===== src/rtl/ext_bus_pkg.sv =====
package ext_bus_pkg;

    typedef enum logic [2:0] {
        S_IDLE,
        S_ADDR,
        S_GAP,
        S_DATA,
        S_RECOV,
        S_DONE
    } bus_state_e;

    // settings captured at the start of an access
    typedef struct packed {
        logic mux;
        logic bus8;
        logic ale_long;
        logic strobe_dly;
        logic recov;
        logic rdy_en;
        logic we;
        logic split;     // two byte cycles
    } bus_cfg_t;

endpackage


===== src/rtl/ext_bus_fsm.sv =====
module ext_bus_fsm
    import ext_bus_pkg::*;
#(
    parameter int WAIT_W = 4
) (
    input  logic              clk,
    input  logic              rst_n,
    input  logic              req,
    input  bus_cfg_t          cfg_in,
    input  logic [WAIT_W-1:0] waits_in,
    input  logic              bus_rdy,
    output bus_state_e        st,
    output logic              byte_hi,
    output logic              accept,
    output logic              capture,
    output logic              bus8_q,
    output logic              ale,
    output logic              rd_n,
    output logic              wr_n,
    output logic              oe_addr,
    output logic              oe_data,
    output logic              ack
);
    localparam logic [WAIT_W-1:0] CNT_MAX = {WAIT_W{1'b1}};

    bus_state_e        st_nx;
    bus_cfg_t          cfg_q;
    logic [WAIT_W-1:0] waits_q;
    logic [WAIT_W-1:0] cnt;
    logic              ale_ext;
    logic              data_end;
    logic              more;

    assign accept   = (st == S_IDLE) && req;
    assign data_end = (cnt >= waits_q) && (!cfg_q.rdy_en || bus_rdy);
    assign more     = cfg_q.split && !byte_hi;
    assign capture  = (st == S_DATA) && data_end && !cfg_q.we;
    assign bus8_q   = cfg_q.bus8;

    // state register
    always_ff @(posedge clk or negedge rst_n) begin
        if (!rst_n) st <= S_IDLE;
        else        st <= st_nx;
    end

    always_comb begin
        st_nx = st;
        unique case (st)
            S_IDLE:  if (req) st_nx = S_ADDR;
            S_ADDR:  if (!cfg_q.ale_long || ale_ext)
                         st_nx = cfg_q.strobe_dly ? S_GAP : S_DATA;
            S_GAP:   st_nx = S_DATA;
            S_DATA:  if (data_end) begin
                         if (!cfg_q.we && cfg_q.recov) st_nx = S_RECOV;
                         else if (more)                st_nx = S_ADDR;
                         else                          st_nx = S_DONE;
                     end
            S_RECOV: st_nx = more ? S_ADDR : S_DONE;
            S_DONE:  st_nx = S_IDLE;
            default: st_nx = S_IDLE;
        endcase
    end

    // captured settings, phase counters, byte index
    always_ff @(posedge clk or negedge rst_n) begin
        if (!rst_n) begin
            cfg_q   <= '0;
            waits_q <= '0;
            cnt     <= '0;
            ale_ext <= 1'b0;
            byte_hi <= 1'b0;
        end else begin
            if (accept) begin
                cfg_q   <= cfg_in;
                waits_q <= waits_in;
                byte_hi <= 1'b0;
            end else if (st_nx == S_ADDR && st != S_ADDR) begin
                byte_hi <= 1'b1;
            end
            ale_ext <= (st == S_ADDR);
            if (st == S_DATA && st_nx == S_DATA)
                cnt <= (cnt != CNT_MAX) ? cnt + 1'b1 : cnt;
            else
                cnt <= '0;
        end
    end

    // outputs
    always_comb begin
        ale     = (st == S_ADDR);
        rd_n    = !((st == S_DATA) && !cfg_q.we);
        wr_n    = !((st == S_DATA) &&  cfg_q.we);
        oe_addr = (st == S_ADDR) && cfg_q.mux;
        oe_data = (st == S_DATA) && cfg_q.we;
        ack     = (st == S_DONE);
    end

endmodule


===== src/rtl/ext_bus_dpath.sv =====
module ext_bus_dpath #(
    parameter int AW = 24,
    parameter int DW = 16
) (
    input  logic          clk,
    input  logic          rst_n,
    input  logic          accept,
    input  logic          capture,
    input  logic          byte_hi,
    input  logic          bus8,
    input  logic          busy,
    input  logic          oe_addr,
    input  logic          oe_data,
    input  logic [AW-1:0] req_addr,
    input  logic [DW-1:0] req_wdata,
    input  logic [DW-1:0] bus_ad_i,
    output logic [AW-1:0] bus_addr,
    output logic [DW-1:0] bus_ad_o,
    output logic          bus_ad_oe,
    output logic [DW-1:0] rdata
);
    localparam int BW = DW / 2;

    logic [AW-1:0] addr_q;
    logic [DW-1:0] wdata_q;
    logic [AW-1:0] cur_addr;
    logic [DW-1:0] wbeat;

    assign cur_addr = addr_q + AW'(byte_hi);
    assign wbeat    = bus8 ? {{BW{1'b0}}, (byte_hi ? wdata_q[DW-1:BW] : wdata_q[BW-1:0])}
                           : wdata_q;

    always_ff @(posedge clk or negedge rst_n) begin
        if (!rst_n) begin
            addr_q  <= '0;
            wdata_q <= '0;
            rdata   <= '0;
        end else begin
            if (accept) begin
                addr_q  <= req_addr;
                wdata_q <= req_wdata;
            end
            if (capture) begin
                if (!bus8)        rdata           <= bus_ad_i;
                else if (byte_hi) rdata[DW-1:BW]  <= bus_ad_i[BW-1:0];
                else              rdata           <= {{BW{1'b0}}, bus_ad_i[BW-1:0]};
            end
        end
    end

    always_comb begin
        bus_addr  = busy ? cur_addr : '0;
        bus_ad_oe = oe_addr || oe_data;
        if (oe_addr)      bus_ad_o = cur_addr[DW-1:0];
        else if (oe_data) bus_ad_o = wbeat;
        else              bus_ad_o = '0;
    end

endmodule


===== src/rtl/ext_bus_seq.sv =====
module ext_bus_seq
    import ext_bus_pkg::*;
#(
    parameter int AW     = 24,
    parameter int DW     = 16,
    parameter int WAIT_W = 4
) (
    input  logic              clk,
    input  logic              rst_n,
    input  logic              req,
    input  logic              req_we,
    input  logic              req_word,
    input  logic [AW-1:0]     req_addr,
    input  logic [DW-1:0]     req_wdata,
    input  logic              cfg_mux,
    input  logic              cfg_bus8,
    input  logic [WAIT_W-1:0] cfg_waits,
    input  logic              cfg_ale_long,
    input  logic              cfg_strobe_dly,
    input  logic              cfg_recov,
    input  logic              cfg_rdy_en,
    output logic              ack,
    output logic [DW-1:0]     rdata,
    output logic [AW-1:0]     bus_addr,
    output logic [DW-1:0]     bus_ad_o,
    output logic              bus_ad_oe,
    input  logic [DW-1:0]     bus_ad_i,
    output logic              bus_ale,
    output logic              bus_rd_n,
    output logic              bus_wr_n,
    input  logic              bus_rdy
);
    bus_cfg_t   cfg_in;
    bus_state_e st;
    logic       byte_hi, accept, capture, bus8_q, oe_addr, oe_data;

    always_comb begin
        cfg_in.mux        = cfg_mux;
        cfg_in.bus8       = cfg_bus8;
        cfg_in.ale_long   = cfg_ale_long;
        cfg_in.strobe_dly = cfg_strobe_dly;
        cfg_in.recov      = cfg_recov;
        cfg_in.rdy_en     = cfg_rdy_en;
        cfg_in.we         = req_we;
        cfg_in.split      = cfg_bus8 && req_word;
    end

    ext_bus_fsm #(.WAIT_W(WAIT_W)) u_fsm (
        .clk      (clk),
        .rst_n    (rst_n),
        .req      (req),
        .cfg_in   (cfg_in),
        .waits_in (cfg_waits),
        .bus_rdy  (bus_rdy),
        .st       (st),
        .byte_hi  (byte_hi),
        .accept   (accept),
        .capture  (capture),
        .bus8_q   (bus8_q),
        .ale      (bus_ale),
        .rd_n     (bus_rd_n),
        .wr_n     (bus_wr_n),
        .oe_addr  (oe_addr),
        .oe_data  (oe_data),
        .ack      (ack)
    );

    ext_bus_dpath #(.AW(AW), .DW(DW)) u_dpath (
        .clk       (clk),
        .rst_n     (rst_n),
        .accept    (accept),
        .capture   (capture),
        .byte_hi   (byte_hi),
        .bus8      (bus8_q),
        .busy      (st != S_IDLE),
        .oe_addr   (oe_addr),
        .oe_data   (oe_data),
        .req_addr  (req_addr),
        .req_wdata (req_wdata),
        .bus_ad_i  (bus_ad_i),
        .bus_addr  (bus_addr),
        .bus_ad_o  (bus_ad_o),
        .bus_ad_oe (bus_ad_oe),
        .rdata     (rdata)
    );

endmodule


===== config.mk =====
export PLATFORM = sky130hd
export DESIGN_NAME = ext_bus_seq
export DESIGN_NICKNAME = d
export VERILOG_FILES = /design/src/rtl/ext_bus_pkg.sv /design/src/rtl/ext_bus_fsm.sv /design/src/rtl/ext_bus_dpath.sv /design/src/rtl/ext_bus_seq.sv
export SDC_FILE = /design/constraint.sdc
export NUM_CORES = 1
export LEC_CHECK = 0
export BUFFER_PORTS_ARGS = -buffer_cell sky130_fd_sc_hd__buf_2
export CAP_MARGIN = 20
export CELL_PAD_IN_SITES_DETAIL_PLACEMENT = 2
export CELL_PAD_IN_SITES_GLOBAL_PLACEMENT = 2
export CORE_ASPECT_RATIO = 0.6
export CORE_MARGIN = 3
export CORE_UTILIZATION = 31
export DETAILED_ROUTE_END_ITERATION = 10
export GPL_ROUTABILITY_DRIVEN = 0
export PLACE_DENSITY = 0.8
export SLEW_MARGIN = 40
export SYNTH_ARGS = -nofsm -noshare
export SYNTH_HDL_FRONTEND = slang
export SYNTH_HIERARCHICAL = 1
export SYNTH_SLANG_ARGS = --single-unit

===== constraint.sdc =====
create_clock -name clk -period 2.8 [get_ports clk]
set_clock_uncertainty 0.1 [all_clocks]
set_input_delay 0.56 -clock clk [delete_from_list [all_inputs] [get_ports clk]]
set_output_delay 0.56 -clock clk [all_outputs]
set_load 0.02 [all_outputs]

# After elaboration in Yosys (flattened, before gate mapping)
# Cells that the tools add are included.
[word_totals]
register_bits = 77
in_bits = 72
out_inout_bits = 61
word_cells = 75
[classes]
n_addsub = 2
n_lt_le_gt_ge = 1
eq_ne = 11
n_mux = 19
reduce_logical = 25
[ops]
columns = ["operator", "count"]
rows = [
  ["$mux 16", 4],
  ["$add 24x1->24", 1],
  ["$mux 24", 1],
  ["$mux 8", 3],
  ["$mux 3", 5],
  ["$pmux 3 s5", 1],
  ["$logic_and 1x1->1", 12],
  ["$eq 3x2->1 const B", 3],
  ["$mux 4", 2],
  ["$eq 3x1->1 const B", 2],
  ["$eq 3x3->1 const B", 2],
  ["$logic_not 1->1", 6],
  ["$add 4x1->4 const B", 1],
  ["$ge 4x4->1", 1],
  ["$ne 2x2->1 const B", 2],
  ["$ne 4x4->1 const B", 1],
  ["$logic_not 3->1", 1],
  ["$logic_or 1x1->1", 3],
  ["$mux 1", 3],
  ["$ne 3x1->1 const B", 1],
  ["$reduce_bool 3->1", 1],
  ["$reduce_and 2->1", 1],
  ["$reduce_bool 2->1", 1],
]

# Logic depth before layout (Yosys ltp)
[logic_depth]
word_depth = 10
mapped_depth = 9
ltp_nobuf = 7

# By module
# The synthesis kept the hierarchy.
[modules_own_cells]
columns = ["module", "instances", "cells_each", "area_per_inst_um2", "seq_area_each_um2"]
rows = [
  ["ext_bus_dpath", 1, 288, 3062.9, 1401.3],
  ["ext_bus_fsm", 1, 100, 1078.5, 525.5],
  ["ext_bus_seq", 1, 2, 12.5, 0.0],
]

# Worst setup path after synthesis
# Ideal clock, no wire load.
[synth_timing]
path_type = "register -> output"
start = "register u_fsm.st[1]"
end = "output bus_ad_o[15]"
arrival_ns = 2.137
required_time_ns = 2.140
slack_ns = 0.003
stages_incl_launch_ff = 7
path_buffers = 0
path_cell_list = "dfrtp_1 > and2b_1 > nor2b_1 > and2_1 > inv_1 > or4_1 > nand3_1"
[synth_via]
word_cells_on_any_way = 6
cone_classes = "eq/ne: 2; mux: 2; reduce/logical: 2"
[synth_lines]
columns = ["item", "line_no", "source"]
rows = [
  ["start, declared", "ext_bus_fsm.sv:12", "output bus_state_e st,"],
  ["start signal, assigned", "ext_bus_fsm.sv:43", "else st <= st_nx;"],
  ["$eq 3x1->1", "n/a", ""],
  ["named net bus_ale", "ext_bus_seq.sv:28", "output logic bus_ale,"],
  ["$logic_and 1x1->1", "ext_bus_fsm.sv:93", "oe_addr = (st == S_ADDR) && cfg_q.mux;"],
  ["named net oe_addr", "ext_bus_seq.sv:35", "logic byte_hi, accept, capture, bus8_q, oe_addr, oe_data;"],
  ["$mux 16", "ext_bus_dpath.sv:54", "if (oe_addr) bus_ad_o = cur_addr[DW-1:0];"],
  ["end, declared", "ext_bus_seq.sv:25", "output logic [DW-1:0] bus_ad_o,"],
]
# The timed path passes the listed nets, and every way through them passes these cells.

# Worst setup path in the final report
[layout_timing]
start = "register u_fsm.byte_hi"
end = "output bus_ad_o[10]"
[layout_via]
elab_chain_cells = 2
[layout_rtl]
columns = ["item", "line_no", "source"]
rows = [
  ["start, declared", "ext_bus_fsm.sv:13", "output logic byte_hi,"],
  ["start signal, assigned", "ext_bus_fsm.sv:71", "byte_hi <= 1'b0;"],
  ["start signal, assigned", "ext_bus_fsm.sv:76", "byte_hi <= 1'b0;"],
  ["start signal, assigned", "ext_bus_fsm.sv:78", "byte_hi <= 1'b1;"],
  ["$add 24x1->24", "ext_bus_dpath.sv:29", "assign cur_addr = addr_q + AW'(byte_hi);"],
  ["$mux 16", "ext_bus_dpath.sv:54", ""],
]
# Every way passes these cells.

==> results.md <==
* Port-buffer cells at 132
* Fill count at 1345
* Core area at 13000 µm²
* Unrepaired setup endpoints after global routing: yes
* DRC Markers at 0
* Worst EP required at 2.14 ns
* Switching Power at 0.00364 W
* Clock share of power at 0.164
* DRT iter0 DRCs at 164
* Util after Layout at 0.469
* Register area at 1940 µm²
* Tmin final at 2.94 ns
* Internal power at 0.00447 W
* Tcrit/Tclk final at 1.05
* Critical path depth in cells at 9
* Post-synth cell types at 45
* Final setup TNS at -0.630 ns
* Mapped Area at 4150 µm²
* Num rows at 32
* Crit end category: output port
* Worst-path maximum fanout at 4
* Synthesized Nets at 469
* Initial antenna violation count at 0
* CP top delay family: buffers and inverters
* Setup crit start kind: register
* DPL Wire Length at 11.6 mm
* First-pass GRT wire length at 25.9 mm
* Pre-Repair DR Iteration Count at 4
* H-tree level count at 3
* Max Transition Viols Final at 0
* Largest net degree at the start of global routing at 46
* Maximum vdd drop at 0.404 mV
* Die W at 155 µm
* Clk sink count at 77
* Clock root cell: clkbuf_16
* Sequential share of power at 0.277
* TritonCTS buffer count at 9
* Post-synth top cells: dfrtp_1 (77), mux2_2 (53), a21oi_1 (24)
* Hold Fails Final Rpt at 0
* Setup slack after layout at -0.137 ns
* Synth top area share at 0.464
* Crit-path cells: ha_4 > ha_4 > nand4_1 > buf_6 > buf_6 > nor3_4 > xor2_2 > a22o_1 > buf_6
* GRT Util Overall at 0.228
* Top-count cell post-synth: dfrtp_1
* Multi-input gate area at 2400 µm²
* Post-synthesis async set-or-reset flop share at 1.00
* Max stage delay on crit path at 0.41 ns
* Share of cells above drive strength 1 at 0.554
* Switching share of power at 0.449
* Via count at 3873
* Seq/Total Area, Yosys at 0.464
* Via density at 5.28
* Worst reg2reg path depth at 9
* Ports at 133
* Starting Density at 0.320
* Status: complete, but fails checks
* Yosys warnings at 6
* CTS clock-pin slew for the worst setup and hold paths at 0.07 ns
* Gr ovfl total at 0
* Critical Path AT at 2.28 ns
* TritonCTS clock tree: built
* Routed wire length at 17.5 mm
* Critical path class: reg2out
* Critical path's most frequent cell: buf_6
* Routed len/inst at 23.8 µm
* Top FF cell, synth: dfrtp_1
* Chip Height at 95.7 µm
* Final net count at 637
* PwrDens at 1330 nW/µm²
* Post-Synthesis Cells at 390
* WP buf/inv at 3
* Flops & latches, synth at 77
* HP Class: in2async
* Design Area, Final at 6090 µm²
* DIE AREA at 14900 µm²
* Worst slew margin at 0.487
* Antenna cells at 0
* Slowest library cell on the worst path: dfrtp_1
* Max-cap check violation count at 0
* Leading area contributor after synthesis: dfrtp_1
* Clk buf depth at 2
* Area Growth Syn to Fin at 46.5%
* Combinational share of power at 0.560
* Max Fclk at 0.340 GHz
* Tightest Pin Transition at 0.762 ns
* Routed Antenna Nets at 0
* Post-CTS Hold Buffers at 0
* Vias in the first global route at 4360
* Dominant cells by area after synthesis: dfrtp_1 (46%), mux2_2 (14%), a21oi_1 (2.9%)
* Leak at 2.81 nW
* Area post-placement at 5110 µm²
* Syn avg cell area at 10.7 µm²
* Final setup vio count at 13
* Post-synth EDFFs at 0
* Worst-Skew Late Latency at 0.35 ns
* Min Hold Slack at 0.0707 ns
* Failing checks: negative setup slack
[final timing paths]
kind                                               from                            end  slack, ns
setup / recovery              u_fsm/byte_hi$_DFFE_PN0P_                   bus_ad_o[10]      -0.14
hold / removal                                    rst_n  u_dpath/addr_q[9]$_DFFE_PN0P_       0.07
setup reg to reg                  u_fsm/st[1]$_DFF_PN0_   u_dpath/rdata[3]$_DFFE_PN0P_       0.43
hold reg to reg            u_dpath/rdata[0]$_DFFE_PN0P_   u_dpath/rdata[0]$_DFFE_PN0P_       0.41
max in group asynchronous                         rst_n       u_fsm/bus8_q$_DFFE_PN0P_       1.89
min in group clk                           cfg_waits[2]   u_fsm/waits_q[2]$_DFFE_PN0P_       0.34
[metrics by stage]
| stage | setup WS (ns) | total power (W) | std cells |
|---|---|---|---|
| 2_1_floorplan | 0.00343 | 0.00438 | 390 |
| 3_3_place_gp | 0.00987 | 0.00567 | 694 |
| 3_5_place_dp | -0.122 | 0.00589 | 694 |
| 4_1_cts | -0.144 | 0.00765 | 723 |
| 5_1_grt | -0.205 | 0.00860 | 733 |
| 6_report | -0.137 | 0.00811 | 733 |
[flip-flops by register name, indices dropped and copies added (netlist names)]
| signal | cells |
|---|---|
| u_fsm/bus8_q | 1 |
| u_fsm/st | 3 |
| u_fsm/cnt | 4 |
| u_fsm/waits_q | 4 |
| u_dpath/rdata | 16 |
| u_dpath/addr_q | 24 |
| u_dpath/wdata_q | 16 |
| u_fsm/cfg_q | 7 |
| u_fsm/ale_ext | 1 |
| u_fsm/byte_hi | 1 |
[power by group through the flow]
stage               combinational [W]  sequential [W]  clock [W]
floorplan                     0.00221         0.00217          0
global placement              0.00356         0.00210          0
detailed placement            0.00372         0.00217          0
CTS                           0.00411         0.00219    0.00136
global route                  0.00486         0.00233    0.00140
finish                        0.00454         0.00224    0.00133
[cells in the final DEF, fill, tap and decap left out, drive strengths merged, types with 2 or more instances in the layout]
master / instances
a21oi: 24
nand4: 9
buf: 176
o22ai: 5
o21ai: 15
nor2: 21
or3: 4
and3: 3
nand2b: 7
nand2: 22
xor2: 10
nor2b: 11
or4: 7
nor4: 2
a31oi: 2
mux2i: 10
mux2: 55
and2: 16
ha: 7
nor3b: 3
bufinv: 2
a22o: 8
o21a: 2
dfrtp: 77
nand3: 13
xnor2: 4
clkinvlp: 2
clkbuf: 10
inv: 12
and4: 2
o31ai: 6
nor3: 6
o211ai: 3
[kinds of logic (layout without fill, tap and decap cells)]
group	Yosys count	in the layout	synth area share
buf+inv	31	203	0.0349
compound gates	66	66	0.0964
mux	65	65	0.175
xor+xnor	14	14	0.0295
flops	77	77	0.464
fa+ha+maj	7	7	0.0211
simple gates	130	131	0.179
[final cells by class]
cell class,count,area share
timing repair buffer,176,0.190
tap,170,0.0349
clock buffer,10,0.0393
clock inverter,6,0.0154
multi-input combinational,283,0.394
inverter,11,0.00781
sequential,77,0.318
[repair_timing]
| action | 4_1_cts | 5_1_grt |
|---|---|---|
| setup buffers | 13 | 10 |
| gates resized for setup | 64 | 62 |
| cloned | 0 | 1 |
| endpoints found under the setup margin | 23 | 33 |
| pin swaps | 24 | 25 |
[per-layer routing]
layer  up-vias  track usage  part of all wire
met3        28       0.0621             0.053
met1      1980        0.293              0.44
met2       128        0.378              0.49
met4         0       0.0728             0.024
li1       1737            -                 -
met5         -            0                 0
No activity file was read; power rests on OpenSTA's default activity.
